## src/rtl/useq_decoder.sv

```systemverilog
module useq_decoder #(
  parameter int DEPTH  = 128,
  parameter int WORD_W = 25
) (
  input  logic              clk,
  input  logic              rst_n,
  input  logic              wr_en,
  input  logic [6:0]        wr_addr,
  input  logic [WORD_W-1:0] wr_data,
  input  logic [6:0]        ctl_pc,
  input  logic              flag_z,
  input  logic              flag_n,
  input  logic              flag_c,
  input  logic              flag_o,
  input  logic              flag_l,
  output logic [3:0]        alu_fld,
  output logic [2:0]        tobus_fld,
  output logic [2:0]        frombus_fld,
  output logic [3:0]        seq_fld,
  output logic [6:0]        uaddr_fld,
  output logic [2:0]        next_cmd,
  output logic [6:0]        jump_tgt,
  output logic              halt
);

  localparam logic [2:0] CMD_INC  = 3'b000;
  localparam logic [2:0] CMD_K1   = 3'b001;
  localparam logic [2:0] CMD_K2   = 3'b010;
  localparam logic [2:0] CMD_ZERO = 3'b011;
  localparam logic [2:0] CMD_JMP  = 3'b100;
  localparam logic [2:0] CMD_RET  = 3'b101;
  localparam logic [2:0] CMD_CALL = 3'b110;

  logic [WORD_W-1:0] store [DEPTH];
  logic [WORD_W-1:0] word;

  always_ff @(posedge clk)
    if (wr_en) store[wr_addr] <= wr_data;

  assign word        = store[ctl_pc];
  assign alu_fld     = word[24:21];
  assign tobus_fld   = word[20:18];
  assign frombus_fld = word[17:15];
  assign seq_fld     = word[10:7];
  assign uaddr_fld   = word[6:0];
  assign jump_tgt    = uaddr_fld;

  function automatic logic [2:0] cond(input logic flag, input logic want);
    return (flag == want) ? CMD_JMP : CMD_INC;
  endfunction

  always_comb begin
    unique case (seq_fld)
      4'b0000: next_cmd = CMD_INC;
      4'b0001: next_cmd = CMD_K1;
      4'b0010: next_cmd = CMD_K2;
      4'b0011: next_cmd = CMD_ZERO;
      4'b0100: next_cmd = cond(flag_z, 1'b0);
      4'b0101: next_cmd = CMD_JMP;
      4'b0110: next_cmd = CMD_CALL;
      4'b0111: next_cmd = CMD_RET;
      4'b1000: next_cmd = cond(flag_z, 1'b1);
      4'b1001: next_cmd = cond(flag_n, 1'b1);
      4'b1010: next_cmd = cond(flag_c, 1'b1);
      4'b1011: next_cmd = cond(flag_o, 1'b1);
      4'b1100: next_cmd = cond(flag_l, 1'b1);
      4'b1101: next_cmd = cond(flag_c, 1'b0);
      4'b1110: next_cmd = cond(flag_o, 1'b0);
      default: next_cmd = CMD_ZERO;
    endcase
  end

  always_ff @(posedge clk or negedge rst_n)
    if (!rst_n) halt <= 1'b0;
    else        halt <= (seq_fld == 4'b1111);

  p_store_write_r1: assert property (@(posedge clk) disable iff (!rst_n)
    wr_en |=> store[$past(wr_addr)] == $past(wr_data));

  p_halt_set_r7: assert property (@(posedge clk) disable iff (!rst_n)
    (seq_fld == 4'b1111) |=> halt);

  p_halt_clear_r7: assert property (@(posedge clk) disable iff (!rst_n)
    (seq_fld != 4'b1111) |=> !halt);

  p_no_cmd7_r8: assert property (@(posedge clk) disable iff (!rst_n)
    next_cmd != 3'b111);

endmodule

```

## config.mk

```make
export PLATFORM = sky130hd
export DESIGN_NAME = useq_decoder
export DESIGN_NICKNAME = d
export VERILOG_FILES = /design/src/rtl/useq_decoder.sv
export SDC_FILE = /design/constraint.sdc
export NUM_CORES = 2
export LEC_CHECK = 0
export BUFFER_PORTS_ARGS = -buffer_cell sky130_fd_sc_hd__buf_2
export CORE_MARGIN = 2
export CORE_UTILIZATION = 50
export DETAILED_ROUTE_END_ITERATION = 10
export PLACE_DENSITY = 0.71
export RECOVER_POWER = 100
export SLEW_MARGIN = 20
export SYNTH_ARGS = -nofsm -noshare
export SYNTH_HDL_FRONTEND = slang
export SYNTH_SLANG_ARGS = --single-unit
```

## constraint.sdc

```tcl
create_clock -name clk -period 4.6 [get_ports clk]
set_input_delay 0.46 -clock clk [delete_from_list [all_inputs] [get_ports clk]]
set_output_delay 0.46 -clock clk [all_outputs]
set_load 0.005 [all_outputs]
```

Word-level counts from Yosys, hierarchy flattened
Memory sizes are Yosys's and may differ from the RTL's.
Index checks and enable logic that the tools add are counted.

storage, ports and cells
  register bits after elaboration = 1
  RAM bits = 3200
  input port bits = 47
  output and inout port bits = 32
  logic and storage cells = 28
  memories = 1

memory list
  name   depth  width  read ports  clocked after Yosys merged registers in  wr ports  line  RTL
  store  128    25     1           0                                        1         34    logic [WORD_W-1:0] store [DEPTH];

operators by class
  eq/ne operators = 14
  muxes and demuxes = 11
  reductions and logical operators = 1

operators with widths
  kind                  number
  $pmux W3 S14          1
  $eq A4 B4 Y1 const B  8
  $mux W3               8
  $eq A4 B3 Y1 const B  4
  $eq A4 B1 Y1 const B  1
  $eq A4 B2 Y1 const B  1
  $logic_not A4 Y1      1
  $mux W1               2

Depth between registers and ports, before layout
An unclocked memory read counts as a cell.

  depth after elaboration = 3
  depth in mapped cells = 13
  depth with buffers taken out = 10

Worst setup path before layout
OpenSTA, ideal clock, no wires.

  path kind = input port to output port
  start = input ctl_pc[2]
  end = output uaddr_fld[0]
  arrival = 3256 ps
  required time = 4140 ps
  setup slack = 884 ps
  cell stages on the path = 10
  path buffers = 7
  path through = buf_2 -> buf_4 -> buf_2 -> buf_2 -> clkbuf_1 -> buf_2 -> mux4_2 -> mux4_2 -> mux2_2 -> buf_4

between the ends
  word-level cells in the longest chain between the ends = 1

RTL lines
  what              line  RTL
  from (decl)       10    input logic [6:0] ctl_pc,
  $mem_v2 Z128 W25  n/a
  to (decl)         20    output logic [6:0] uaddr_fld,

No other way between the ends.

Final worst setup path
  start = input ctl_pc[0]
  end = output tobus_fld[0]

between the ends
  word-level cells in the longest chain between the ends = 1

RTL lines
  what              line  RTL
  $mem_v2 Z128 W25  n/a
  to (decl)         17    output logic [2:0] tobus_fld,

No other way between the ends.

==> results.yml <==
status:
  violations: "capacitance limit, slew limit"
  status: "complete, but fails checks"
cts:
  cts-root-buf: "clkbuf_16"
  insertion_delay_ns: 0.92
  cts.path.max_buffers: 4
  htree_levels: 5
  postCtsSetupRepairBufs: 0
  cts_tree: "yes"
  clk_pin_slew_ns: 0.06
  cts_sinks: 2689
  cts_made_buffers: 275
route:
  ant_nets: 0
  drt_first_iter_violations: 6330
  wl_per_cell_um: 33.5
  drt-pass1-iter-count: 6
  wirelength_mm: 253
  viasPerCell: 6.41
  num_vias: 48382
  drc: 0
sta:
  hold_viol: 0
  fmax_mhz: 225
  setup_tns_ns: 0
  postLayoutSetupSlackWorst_ns: 0.164
  final_max_slew_viol_count: 4247
  finalSetupViolCount: 0
  worst_pin_slew_ns: 4.21
  rsz0062_at_grt: "no"
  min_period_ns: 4.44
  fin_crit_sh_pct: 96.4
  slew_headroom_pct: -181
  fin_skew_ns: 0.0254
floorplan:
  die-area_mm2: 0.211
  start_util_pct: 50.1
  core_area_mm2: 0.206
  rows: 167
  die_h_um: 459
  die_w_um: 459
  ioPinCount: 79
worst_setup_path:
  timing.rr.end: "halt$_DFF_PN0_"
  path_max_fanout: 26
  rrSetupSlack_ns: 1.69
  end_kind: "output pin"
  arrival_ns: 3.98
  worst-setup-path-type: "input port to output pin"
  worst_setup_path_start_kind: "input port"
  required_ns: 4.14
  rr_worst_depth: 8
  rr_startpoint: "store[89][8]$_DFFE_PP_"
pwr:
  leakage_nw: 36.1
  p_per_area_mw_per_mm2: 440
  vdd_drop_max_uv: 453
yosys:
  syn_inst: 4237
  ys.flop_type: "edfxtp_1"
  synth_edf_count: 2688
  syn_avg_cell_area_um2: 24.4
  synth_warnings: 0
  syn_area_mm2: 0.104
  synth_cell_types: 59
  async_flop_share_pct: 0.0372
  postSynthNetCount: 4284
  ys_ff_latch: 2689
  ys_seq_area_share_pct: 78.0
global_routing:
  grt_max_degree: 129
  antenna_found_initial: 33
  grt_pass1_vias: 48115
  grt_usage_pct: 24.0
  grt_overflow: 0
  grt_pass1_wl_mm: 357
layout:
  fillers: 14594
  final_cell_mix: "edfxtp_1, mux4_2, clkbuf_16"
  drive_gt1_share_pct: 29.1
  nNetsFinal: 4675
  syn_to_final_growth_pct: 12.9
  final_common_cell: "edfxtp_1"
placement:
  dp_hpwl_mm: 146
  io_buffers: 74
  gp_congestion: 0.945
  dp_slack_ns: 0.135
flow_run:
  maxCapViolCount: 132
hold_path:
  hp-start: "wr_addr[4]"
  hold_class: "input port to register"
  min_to: "store[90][7]$_DFFE_PP_"
  hold-path-cell-count: 3
## how the worst max path moves through the flow
stage / from / endpoint / slack, ns / cells after the start
final: ctl_pc[0] / tobus_fld[0] / 0.16 / 9
after detailed placement: ctl_pc[2] / next_cmd[2] / 0.14 / 13
after global routing: ctl_pc[0] / frombus_fld[0] / 0.04 / 9
after floorplan: ctl_pc[2] / uaddr_fld[0] / 0.88 / 10
after CTS: store[80][7]$_DFFE_PP_ / next_cmd[2] / 0.02 / 11
after global placement: ctl_pc[2] / next_cmd[2] / 0.11 / 13
## Yosys cell counts, types with 8 or more instances
master / count / area share, %
nand2_1: 37 / 0.13
mux2_2: 26 / 0.28
clkbuf_1: 86 / 0.31
buf_2: 87 / 0.42
a22o_1: 8 / 0.068
mux2i_1: 104 / 1.0
o22ai_1: 12 / 0.073
nor2_1: 137 / 0.50
nand3_1: 26 / 0.13
buf_6: 12 / 0.13
o21ai_0: 14 / 0.068
nor2b_1: 12 / 0.073
nor3_1: 17 / 0.082
mux4_2: 764 / 17
buf_4: 30 / 0.22
mux4_1: 34 / 0.86
a21oi_1: 8 / 0.039
edfxtp_1: 2688 / 78
nand2b_1: 10 / 0.060
a22oi_1: 38 / 0.28
## per-stage QoR
stage | utilization, % | total power [W] | instances | hold WS [ns] | area, µm²
6_report | 56.6 | 0.0514 | 7550 | 0.300 | 117000
5_1_grt | 56.6 | 0.0527 | 7537 | 0.332 | 117000
4_1_cts | 57.0 | 0.0517 | 7523 | 0.0114 | 118000
3_5_place_dp | 52.8 | 0.0303 | 7052 | 0.236 | 109000
3_3_place_gp | 52.8 | 0.0302 | 7052 | 0.234 | 109000
2_1_floorplan | - | 0.0290 | 4237 | 0.164 | 104000
## area by class of cell
cell class | count | area (µm²) | share of cell area (%)
Sequential cell | 2689 | 80700 | 69.1
Multi-Input combinational cell | 1307 | 21600 | 18.5
Clock buffer | 329 | 7250 | 6.21
Tap cell | 2704 | 3380 | 2.90
Timing Repair Buffer | 347 | 2320 | 1.99
Clock inverter | 139 | 1380 | 1.18
Antenna cell | 27 | 67.6 | 0.0578
Inverter | 8 | 30.0 | 0.0257
## cells by family (layout without fill, tap and decap cells)
kind of cell,Yosys count,after routing,synth area share [%]
flops,2689,2689,78.0
mux,930,930,18.8
simple gates,267,267,1.17
buf+inv,241,823,1.27
compound gates,109,109,0.757
xor+xnor,1,1,0.00846
other cells,0,27,0
## state kept, by name, summed over array words and instances (netlist names)
signal and flops:
store 2688, halt 1
## routing by layer
layer	track usage [%]	wire, µm
met4	8.42	9490
met2	38.1	123000
met3	5.01	24800
met5	0	53
met1	33.4	95400
## power by group
group	total (W)	switching [W]	internal (W)	leakage, nW
registers	0.0271	0.0000224	0.0271	24.2
logic	0.00267	0.00163	0.00104	7.73
clock network	0.0216	0.00891	0.0127	4.19
## worst max-delay path, cell delays in order
cell and delay (ns):
buf_8 0.26, buf_12 0.27, buf_12 0.23, clkbuf_4 0.43
mux4_2 0.57, mux4_2 0.58, mux4_2 0.48, mux2_1 0.45
buf_2 0.19
## repair_timing
item / in CTS / in global routing
hold endpoints to repair: 35 / 0
setup endpoints to repair: 0 / 1
gates resized for setup: 0 / 2
hold buffers: 3 / 0
No activity file was read; power rests on OpenSTA's default activity.
